[src/rtl/spi_frame_pkg.sv]
package spi_frame_pkg;

  typedef enum logic [2:0] {
    ST_IDLE = 3'd0,
    ST_BUSY = 3'd1,
    ST_HOLD = 3'd2,
    ST_GAP  = 3'd3,
    ST_STOP = 3'd4
  } seq_state_e;

  function automatic logic fifo_ready(input logic rx_only,
                                      input logic tx_not_empty,
                                      input logic rx_not_full);
    return (tx_not_empty | rx_only) & rx_not_full;
  endfunction

endpackage

[src/rtl/spi_frame_cfg.sv]
module spi_frame_cfg #(
  parameter int CNT_W = 14
) (
  input  logic             clk,
  input  logic             rst_n,
  input  logic             blk_en,
  input  logic [CNT_W-1:0] byte_count,
  input  logic             frame_cont,
  input  logic             multi_byte_en,
  output logic             loaded,
  output logic [CNT_W-1:0] cfg_cnt,
  output logic             cfg_cont,
  output logic             cfg_mb
);

  logic             loaded_q, loaded_d;
  logic [CNT_W-1:0] cnt_q, cnt_d;
  logic             cont_q, cont_d;
  logic             mb_q, mb_d;

  always_comb begin
    loaded_d = loaded_q;
    cnt_d    = cnt_q;
    cont_d   = cont_q;
    mb_d     = mb_q;
    if (!blk_en) begin
      loaded_d = 1'b0;
      cnt_d    = '0;
      cont_d   = 1'b0;
      mb_d     = 1'b0;
    end else if (!loaded_q) begin
      loaded_d = 1'b1;
      cnt_d    = byte_count;
      cont_d   = frame_cont;
      mb_d     = multi_byte_en;
    end
  end

  always_ff @(posedge clk or negedge rst_n) begin
    if (!rst_n) begin
      loaded_q <= 1'b0;
      cnt_q    <= '0;
      cont_q   <= 1'b0;
      mb_q     <= 1'b0;
    end else begin
      loaded_q <= loaded_d;
      cnt_q    <= cnt_d;
      cont_q   <= cont_d;
      mb_q     <= mb_d;
    end
  end

  assign loaded   = loaded_q;
  assign cfg_cnt  = cnt_q;
  assign cfg_cont = cont_q;
  assign cfg_mb   = mb_q;

  AST_CFG_HELD: assert property (@(posedge clk) disable iff (!rst_n)
    (loaded_q && blk_en) |=> ($stable(cnt_q) && $stable(cont_q) && $stable(mb_q)));
  AST_CFG_CLEARED: assert property (@(posedge clk) disable iff (!rst_n)
    !blk_en |=> (!loaded_q && cnt_q == '0));

endmodule

[src/rtl/spi_frame_cnt.sv]
module spi_frame_cnt #(
  parameter int W = 14
) (
  input  logic         clk,
  input  logic         rst_n,
  input  logic         clr,
  input  logic         inc,
  output logic [W-1:0] val
);

  logic [W-1:0] val_q, val_d;

  always_comb begin
    val_d = val_q;
    if (clr)      val_d = '0;
    else if (inc) val_d = val_q + W'(1);
  end

  always_ff @(posedge clk or negedge rst_n) begin
    if (!rst_n) val_q <= '0;
    else        val_q <= val_d;
  end

  assign val = val_q;

endmodule

[src/rtl/spi_frame_fsm.sv]
module spi_frame_fsm
  import spi_frame_pkg::*;
(
  input  logic clk,
  input  logic rst_n,
  input  logic run,
  input  logic ready,
  input  logic byte_done,
  input  logic frame_end,
  input  logic stop_now,
  output logic byte_start,
  output logic cs_active,
  output logic frame_done,
  output logic xfer_done,
  output logic byte_closed
);

  seq_state_e st_q, st_d;
  logic start_q, start_d;
  logic cs_q, cs_d;
  logic fd_q, fd_d;
  logic xd_q, xd_d;

  assign byte_closed = run && (st_q == ST_BUSY) && byte_done;

  always_comb begin
    st_d    = st_q;
    cs_d    = cs_q;
    start_d = 1'b0;
    fd_d    = 1'b0;
    xd_d    = 1'b0;
    if (!run) begin
      st_d = ST_IDLE;
      cs_d = 1'b0;
    end else begin
      unique case (st_q)
        ST_IDLE: begin
          if (ready) begin
            st_d    = ST_BUSY;
            cs_d    = 1'b1;
            start_d = 1'b1;
          end
        end
        ST_BUSY: begin
          if (byte_done) begin
            if (frame_end) begin
              cs_d = 1'b0;
              fd_d = 1'b1;
              xd_d = stop_now;
              st_d = stop_now ? ST_STOP : ST_GAP;
            end else begin
              st_d = ST_HOLD;
            end
          end
        end
        ST_HOLD: begin
          if (ready) begin
            st_d    = ST_BUSY;
            start_d = 1'b1;
          end
        end
        ST_GAP:  st_d = ST_IDLE;
        ST_STOP: st_d = ST_STOP;
        default: begin
          st_d = ST_IDLE;
          cs_d = 1'b0;
        end
      endcase
    end
  end

  always_ff @(posedge clk or negedge rst_n) begin
    if (!rst_n) begin
      st_q    <= ST_IDLE;
      cs_q    <= 1'b0;
      start_q <= 1'b0;
      fd_q    <= 1'b0;
      xd_q    <= 1'b0;
    end else begin
      st_q    <= st_d;
      cs_q    <= cs_d;
      start_q <= start_d;
      fd_q    <= fd_d;
      xd_q    <= xd_d;
    end
  end

  assign byte_start = start_q;
  assign cs_active  = cs_q;
  assign frame_done = fd_q;
  assign xfer_done  = xd_q;

  AST_START_PULSE: assert property (@(posedge clk) disable iff (!rst_n)
    start_q |=> !start_q);
  AST_START_READY: assert property (@(posedge clk) disable iff (!rst_n)
    start_q |-> $past(ready && run));
  AST_CS_ON_START: assert property (@(posedge clk) disable iff (!rst_n)
    start_q |-> cs_q);
  AST_CS_GAP: assert property (@(posedge clk) disable iff (!rst_n)
    $fell(cs_q) |=> !cs_q);
  AST_OFF_QUIET: assert property (@(posedge clk) disable iff (!rst_n)
    !run |=> (!cs_q && !start_q && !fd_q && !xd_q));
  AST_DONE_DROPS_CS: assert property (@(posedge clk) disable iff (!rst_n)
    fd_q |-> (!cs_q && $past(cs_q)));
  AST_XFER_IN_FRAME: assert property (@(posedge clk) disable iff (!rst_n)
    xd_q |-> fd_q);
  AST_FD_PULSE: assert property (@(posedge clk) disable iff (!rst_n)
    fd_q |=> !fd_q);

endmodule

[src/rtl/spi_frame_seq.sv]
module spi_frame_seq
  import spi_frame_pkg::*;
#(
  parameter int CNT_W = 14
) (
  input  logic             clk,
  input  logic             rst_n,
  input  logic             blk_en,
  input  logic             initiator_mode,
  input  logic             multi_byte_en,
  input  logic             frame_cont,
  input  logic [CNT_W-1:0] byte_count,
  input  logic             rx_only,
  input  logic             tx_not_empty,
  input  logic             rx_not_full,
  input  logic             byte_done,
  output logic             byte_start,
  output logic             cs_active,
  output logic             frame_done,
  output logic             xfer_done
);

  localparam int NCNT   = 2;
  localparam int IX_FRM = 0;
  localparam int IX_TOT = 1;

  logic             loaded;
  logic [CNT_W-1:0] cfg_cnt;
  logic             cfg_cont;
  logic             cfg_mb;
  logic             run;
  logic             ready;
  logic             byte_closed;
  logic             frame_end;
  logic             stop_now;
  logic             cnt_zero;
  logic [NCNT-1:0]  c_clr;
  logic [NCNT-1:0]  c_inc;
  logic [CNT_W-1:0] c_val [NCNT];

  spi_frame_cfg #(.CNT_W(CNT_W)) u_cfg (
    .clk           (clk),
    .rst_n         (rst_n),
    .blk_en        (blk_en),
    .byte_count    (byte_count),
    .frame_cont    (frame_cont),
    .multi_byte_en (multi_byte_en),
    .loaded        (loaded),
    .cfg_cnt       (cfg_cnt),
    .cfg_cont      (cfg_cont),
    .cfg_mb        (cfg_mb)
  );

  assign run      = blk_en & loaded & initiator_mode;
  assign ready    = fifo_ready(rx_only, tx_not_empty, rx_not_full);
  assign cnt_zero = (cfg_cnt == '0);

  assign frame_end = !cfg_mb ||
                     (!cnt_zero && ((c_val[IX_FRM] + CNT_W'(1)) == cfg_cnt));
  assign stop_now  = frame_end && !cfg_cont && !cnt_zero &&
                     ((c_val[IX_TOT] + CNT_W'(1)) == cfg_cnt);

  assign c_inc[IX_FRM] = byte_closed;
  assign c_inc[IX_TOT] = byte_closed;
  assign c_clr[IX_FRM] = !run || (byte_closed && frame_end);
  assign c_clr[IX_TOT] = !run;

  for (genvar i = 0; i < NCNT; i++) begin : g_cnt
    spi_frame_cnt #(.W(CNT_W)) u_cnt (
      .clk   (clk),
      .rst_n (rst_n),
      .clr   (c_clr[i]),
      .inc   (c_inc[i]),
      .val   (c_val[i])
    );
  end

  spi_frame_fsm u_fsm (
    .clk         (clk),
    .rst_n       (rst_n),
    .run         (run),
    .ready       (ready),
    .byte_done   (byte_done),
    .frame_end   (frame_end),
    .stop_now    (stop_now),
    .byte_start  (byte_start),
    .cs_active   (cs_active),
    .frame_done  (frame_done),
    .xfer_done   (xfer_done),
    .byte_closed (byte_closed)
  );

  AST_STREAM_NO_FRAME: assert property (@(posedge clk) disable iff (!rst_n)
    (loaded && blk_en && cfg_mb && cnt_zero) |=> !frame_done);
  AST_FRAME_LEN: assert property (@(posedge clk) disable iff (!rst_n)
    (byte_closed && cfg_mb && !cnt_zero) |-> (c_val[IX_FRM] < cfg_cnt));

endmodule

[config.mk]
export PLATFORM = sky130hd
export DESIGN_NAME = spi_frame_seq
export DESIGN_NICKNAME = d
export VERILOG_FILES = /design/src/rtl/spi_frame_pkg.sv /design/src/rtl/spi_frame_cfg.sv /design/src/rtl/spi_frame_cnt.sv /design/src/rtl/spi_frame_fsm.sv /design/src/rtl/spi_frame_seq.sv
export SDC_FILE = /design/constraint.sdc
export NUM_CORES = 1
export LEC_CHECK = 0
export ABC_CLOCK_PERIOD_IN_PS = 3800
export CAP_MARGIN = 10
export CORE_MARGIN = 2
export CORE_UTILIZATION = 45
export CTS_CLUSTER_DIAMETER = 120
export DETAILED_ROUTE_END_ITERATION = 6
export DONT_BUFFER_PORTS = 1
export PLACE_DENSITY = 0.7
export SYNTH_ARGS = -nofsm -noshare
export SYNTH_HDL_FRONTEND = slang
export SYNTH_SLANG_ARGS = --single-unit
[constraint.sdc]
create_clock -name clk -period 3.8 [get_ports clk]
set_input_delay 0.76 -clock clk [delete_from_list [all_inputs] [get_ports clk]]
set_output_delay 0.76 -clock clk [all_outputs]
set_load 0.02 [all_outputs]
# After elaboration in Yosys (flattened, before gate mapping)
# Cells that the tools add are included.
dict set report classes {
  muxes 33
  addsub 2
  eq_ne 13
  n_reduce_logical 20
  bitwise 4
}
# op n
set ops {}
lappend ops {{14-bit 2-to-1 mux} 6}
lappend ops {{14-bit by 1-bit adder with 14-bit output (second input constant)} 2}
lappend ops {{14-bit == test} 2}
lappend ops {{1-bit 2-to-1 mux} 20}
lappend ops {{3-bit 2-to-1 mux} 5}
lappend ops {{14-bit logical NOT} 1}
lappend ops {{3-bit != test (second input constant)} 4}
lappend ops {{3-bit case mux with 3 select lines} 1}
lappend ops {{1-bit logical AND} 7}
lappend ops {{3-bit by 2-bit == test with 1-bit output (second input constant)} 2}
lappend ops {{2-bit != test (second input constant)} 3}
lappend ops {{1-bit logical NOT} 4}
lappend ops {{4-bit AND reduction} 1}
lappend ops {{1-bit bitwise AND} 3}
lappend ops {{3-bit by 1-bit == test with 1-bit output (second input constant)} 1}
lappend ops {{3-bit == test (second input constant)} 1}
lappend ops {{3-bit logical NOT} 1}
lappend ops {{1-bit case mux with 3 select lines} 1}
lappend ops {{3-bit OR reduction} 1}
lappend ops {{1-bit logical OR} 2}
lappend ops {{2-bit AND reduction} 1}
lappend ops {{2-bit nonzero test} 1}
lappend ops {{2-bit OR reduction} 1}
lappend ops {{1-bit bitwise OR} 1}
dict set report totals {
  output_inout_bits 4
  elab_cells 83
  reg_bits 52
  in_bits 24
}

# Depth between registers and ports, before layout
dict set report logic_depth {
  ltp_word 12
  ltp_mapped 10
  depth_no_buf 9
}

# Modules after synthesis
# A second synthesis with hierarchy kept.
dict set report unflattened {
  hier_cells 375
  hier_area_um2 3579.7
}
# module n_inst seq_area_each_um2 area_per_inst_um2 cells_per_inst
set by_module_without_submodules {}
lappend by_module_without_submodules {spi_frame_cnt 2 350.3 729.4 70}
lappend by_module_without_submodules {spi_frame_seq 1 0.0 1034.7 150}
lappend by_module_without_submodules {spi_frame_cfg 1 425.4 720.7 52}
lappend by_module_without_submodules {spi_frame_fsm 1 175.2 365.4 33}

# Worst setup path after synthesis
# No wires, ideal clock.
dict set report synth_timing {
  kind {flip-flop to flip-flop}
  startpoint {register g_cnt[0].u_cnt.val_q[0]}
  endpoint {register u_fsm.st_q[2]}
  slack_ps 1075
  path_stages_with_launch 10
  period_less_slack_ps 2725
  setup_time_ps 78
  path_buffers 0
  t_required_ps 3722
  t_arrival_ps 2646
  path_cell_list {dfrtp_1 -> ha_1 -> and2_1 -> o21ai_1 -> o311ai_0 -> or3_1 -> or4_1 -> o21a_1 -> or3_1 -> a21oi_1}
}
dict set report synth_between {
  elab_chain_cells 12
}
# element line
set synth_lines {}
lappend synth_lines {{start: declaration} spi_frame_cnt.sv:11} ;# logic [W-1:0] val_q, val_d;
lappend synth_lines {{start signal: assignment} spi_frame_cnt.sv:21} ;# else val_q <= val_d;
lappend synth_lines {{14-bit by 1-bit adder with 14-bit output *} spi_frame_seq.sv:59} ;# (!cnt_zero && ((c_val[IX_FRM] + CNT_W'(1)) == cfg_cnt));
lappend synth_lines {{14-bit == test *} spi_frame_seq.sv:59}
lappend synth_lines {{1-bit logical AND *} spi_frame_seq.sv:59}
lappend synth_lines {{1-bit logical OR *} spi_frame_seq.sv:58} ;# assign frame_end = !cfg_mb ||
lappend synth_lines {{1-bit logical AND (3 in a row)} spi_frame_seq.sv:60} ;# assign stop_now = frame_end && !cfg_cont && !cnt_zero &&
lappend synth_lines {{3-bit 2-to-1 mux} spi_frame_fsm.sv:50} ;# st_d = stop_now ? ST_STOP : ST_GAP;
lappend synth_lines {{3-bit 2-to-1 mux *} spi_frame_fsm.sv:46} ;# if (frame_end) begin
lappend synth_lines {{3-bit 2-to-1 mux *} spi_frame_fsm.sv:45} ;# if (byte_done) begin
lappend synth_lines {{3-bit case mux with 3 select lines *} spi_frame_fsm.sv:36} ;# unique case (st_q)
lappend synth_lines {{3-bit 2-to-1 mux *} spi_frame_fsm.sv:32} ;# if (!run) begin
lappend synth_lines {{end signal: assignment} spi_frame_fsm.sv:80} ;# st_q <= st_d;
lappend synth_lines {{end: declaration} spi_frame_fsm.sv:18} ;# seq_state_e st_q, st_d;
# Mark *: on every way between the ends. The rest lies on a longest branch, timed or not. The select of a mux whose other input is x is not followed.
# A chain may end at the register's enable or synchronous reset.

# Worst setup path in the final report
dict set report layout_timing {
  startpoint {register g_cnt[0].u_cnt.val_q[0]}
  endpoint {register g_cnt[0].u_cnt.val_q[10]}
}
dict set report layout_between {
  elab_chain_cells 7
  word_cells_on_any_way 9
  classes_between {add/sub (1); eq/ne (1); mux (2); reduce/logical (5)}
}
# element line
set layout_lines {}
lappend layout_lines {{14-bit by 1-bit adder with 14-bit output *} {spi_frame_cnt.sv:16, spi_frame_seq.sv:59}}
lappend layout_lines {{14-bit == test} spi_frame_seq.sv:59}
lappend layout_lines {{1-bit logical AND} spi_frame_seq.sv:59}
lappend layout_lines {{1-bit logical OR} spi_frame_seq.sv:58}
lappend layout_lines {{1-bit logical AND} spi_frame_seq.sv:65} ;# assign c_clr[IX_FRM] = !run || (byte_closed && frame_end);
lappend layout_lines {{1-bit logical OR} spi_frame_seq.sv:65}
lappend layout_lines {{14-bit 2-to-1 mux / 2-bit nonzero test (equally long branches)} --}
# Marks and branches as above.

==> metrics.md <==
| Metric | Value |
|---|---|
| Crit path max fanout | `10` |
| Critical Path Start | `g_cnt[0].u_cnt.val[0]` |
| Status | `completed` |
| Slew Limit Fails | `0` |
| # clock sinks | `between 50 and 60` |
| R2r endpoint | `g_cnt[0].u_cnt.val[10]` |
| Post-route DRC | `0` |
| Largest net degree at the start of global routing | `53` |
| Post-DP HPWL | `5429 um` |
| Post-DR wirelength/cell | `16.03 um` |
| Type of the worst setup path | `reg -> reg` |
| Fin crit period | `around 3.2 ns` |
| Non-filler instance count after layout | `475` |
| Grt met2 use | `30.39%` |
| Hold buffer count at CTS | `0` |
| Setup Skew | `0.009400 ns` |
| First-pass GRT wire length | `12,910 um` |
| Maximum vdd drop | `0.2062 mV` |
| Post-Route Setup TNS | `0 ns` |
| Area Growth Syn to Fin | `4.985%` |
| Yosys warning total | `0` |
| Routed WL | `7616 um` |
| Area of placed instances | `around 3400 sq um` |
| Initial Util | `a little under half` |
| Sequential cell area | `1301 sq um` |
| H-tree Lvls | `2` |
| Clk buf depth | `2` |
| Most common cell in the netlist | `dfrtp_1` |
| Tcrit/Tclk final | `84.85%` |
| GP Congestion | `0.9488` |
| Least-Margin Pin Slew | `0.8374 ns` |
| Layout cells sized above 1 | `roughly 5.1%` |
| Overall global routing resource usage | `19.47%` |
| Final count of hold timing violations | `0` |
| I/O pins | `28` |
| Vias | `2,811` |
| GRT busiest layer | `met2` |
| Number of nets in the layout | `401` |
| Port Buffers | `0` |
| Commonest cells in the netlist | `dfrtp_1, nor2_1, nand2_1, xnor2_1, o21ai_0` |
| RSZ-0062 raised after global routing | `false` |
| Placed cell count | `467` |
| Ys flop type | `dfrtp_1` |
| Post-Syn Instances | `386` |
| Seq/Total Area, Yosys | `38.98%` |
| Max frequency | `approximately 310 MHz` |
| Clock Tree Root | `clkbuf_8` |
| Final setup vio count | `0` |
| Worst EP arrival | `3.44 ns` |
| Diodes inserted | `0` |
| Flip-flop and latch count after synthesis | `52` |
| P per Cell Area | `287.6 nW/um^2` |
| Core area | `7214 sq um` |
| Slew HR | `~44%` |
| Post-DRT Antenna Nets | `0` |
| R2R depth | `9` |
| DR pass1 iterations | `5` |
| Crit path to | `g_cnt[0].u_cnt.val[10]` |
| GRT met3 Usage | `3.856%` |
| Slack of the worst reg-to-reg path | `0.58 ns` |
| Reg-to-reg startpoint | `g_cnt[0].u_cnt.val[0]` |
| GRT overflow | `0` |
| DRT iter0 DRCs | `just over 200` |
| Initial antenna violation count | `0` |
| Post-synth top area cell | `dfrtp_1` |
| Die span in x | `roughly 90 um` |
| Worst path required time | `approximately 4 ns` |
| Num CTS Buffers | `5` |
| Die ar. | `8123 sq um` |
| CTS tree | `yes` |
| FP Rows | `31` |
| Top cell type's share of synthesized area | `38.98%` |
| Vias per inst | `about 6` |
| Hold crit path type | `in -> async` |
| Clock latency on the worst-skew pair | `0.32 ns` |
| Post-synth EDFFs | `0` |
| Post-CTS Setup Bufs | `0` |
| GR Util met1 | `between 20 and 30%` |
| Type of origin of the critical path | `flop` |
| FILL cells | `roughly 710` |
| Post-Syn Area | `about 3300 sq um` |
| Die span in y | `90.13 um` |
| Mean Syn Cell Area | `just under 9 sq um` |
| Synth unique cells | `54` |
| Post-cts sizing count | `0` |
| Crit path capture type | `flop` |
| Area of the multi-input gates | `1938 sq um` |
| Leakage power | `1.354 nW` |
| Max Cap Viol | `0` |
| Ys async rst share | `100.0%` |
| Top cells by area, synth | `dfrtp_1, xnor2_1, mux2i_1` |
| Vias in the first global route | `2,607` |
| Syn Nets | `around 400` |
| Clock transition at the registers of the reported paths | `0.11 ns` |
| Final instance area | `3505 sq um` |
| Final hold slack | `approximately 0.12 ns` |
final cells by class:
type                       instances  share of cell area [%]
sequential                        52                   37.13
multi-input combinational        308                   55.30
inverter                           4                  0.4284
timing repair buffer               4                  0.8568
clock inverter                     3                  0.7854
clock buffer                       5                   1.964
tap                               99                   3.534
registers in the layout, indices dropped and copies added, names as in the netlist:
name	flops
u_fsm.byte_start	1
u_cfg.cfg_cont	1
g_cnt.u_cnt.val	28
u_cfg.cfg_cnt	14
u_fsm.cs_active	1
u_cfg.cfg_mb	1
u_cfg.loaded	1
u_fsm.st_q	3
u_fsm.frame_done	1
u_fsm.xfer_done	1
power by group:
part,internal [mW],total (mW),switching (mW)
clock,0.136,0.341,0.205
combinational,0.0405,0.0781,0.0376
sequential,0.564,0.589,0.0252
total,0.740,1.01,0.268
critical path, cell delays in order (launching register included):
cell      delay, ns
dfrtp_1        0.46
ha_1           0.31
nand2_2        0.18
nor2_1         0.25
o311ai_0       0.14
or3_1          0.38
or4_1          0.53
o21ai_0        0.47
o21ai_0        0.18
a22o_1         0.23
worst min path at each step:
| stage | start | endpoint | slack, ns | depth (start not counted) |
|---|---|---|---|---|
| after floorplan | rst_n | g_cnt[0].u_cnt.val[0] | 0.46 | 0 |
| after global placement | rst_n | g_cnt[0].u_cnt.val[5] | 0.47 | 0 |
| after CTS | rst_n | g_cnt[0].u_cnt.val[4] | 0.12 | 0 |
| after global routing | rst_n | g_cnt[0].u_cnt.val[4] | 0.1 | 0 |
| final | rst_n | g_cnt[0].u_cnt.val[4] | 0.12 | 0 |
| after detailed placement | rst_n | g_cnt[0].u_cnt.val[2] | 0.47 | 0 |
routing by layer:
layer,up-vias,routed length [um]
met5,-,0
met4,0,88
met3,14,549
met2,103,3612
met1,1339,3365
li1,1355,-
through the flow:
step                      worst slack (ns)  power [mW]  util [%]
after global placement              0.7925      0.6753     47.24
after floorplan                      1.075      0.6569         -
final                               0.5755       1.008     48.58
after detailed placement            0.6783      0.6772     47.24
after global routing                0.3614       1.059     48.58
after CTS                           0.6494       1.014     48.58
logic make-up (layout without fill, tap and decap cells):
logic type               Yosys count  after routing  synth area share (%)
buffers and inverters             26             16                 3.148
adder cells (fa/ha/maj)            2              2                0.7495
flip-flops                        52             52                 38.98
AO/OA/AOI/OAI                     75             75                 14.13
AND/OR/NAND/NOR                  171            171                 26.61
XOR/XNOR                          43             43                 11.28
multiplexers                      17             17                 5.097
cell usage in the layout, fill, tap and decap left out, types with 2 or more instances in the layout:
| master | netlist | final |
|---|---|---|
| mux2i_1 | 17 | 17 |
| and2_1 | 6 | 6 |
| xor2_1 | 17 | 17 |
| a32o_1 | 2 | 2 |
| a22o_1 | 2 | 2 |
| xnor2_1 | 26 | 26 |
| nand4_1 | 8 | 8 |
| dfrtp_1 | 52 | 52 |
| nor4_1 | 14 | 14 |
| a21oi_1 | 19 | 19 |
| or3_1 | 6 | 6 |
| nor3_1 | 13 | 13 |
| o21ai_0 | 25 | 25 |
| o21a_1 | 3 | 3 |
| ha_1 | 2 | 2 |
| nand2_1 | 27 | 27 |
| nor2_1 | 36 | 36 |
| clkbuf_8 | 0 | 5 |
| buf_4 | 1 | 4 |
| inv_1 | 4 | 4 |
| a211o_1 | 2 | 2 |
| a31oi_1 | 3 | 3 |
| or4_1 | 2 | 2 |
| nor2b_1 | 24 | 24 |
| nand3_1 | 23 | 23 |
| and3_1 | 4 | 4 |
No activity file was read; power rests on OpenSTA's default activity.
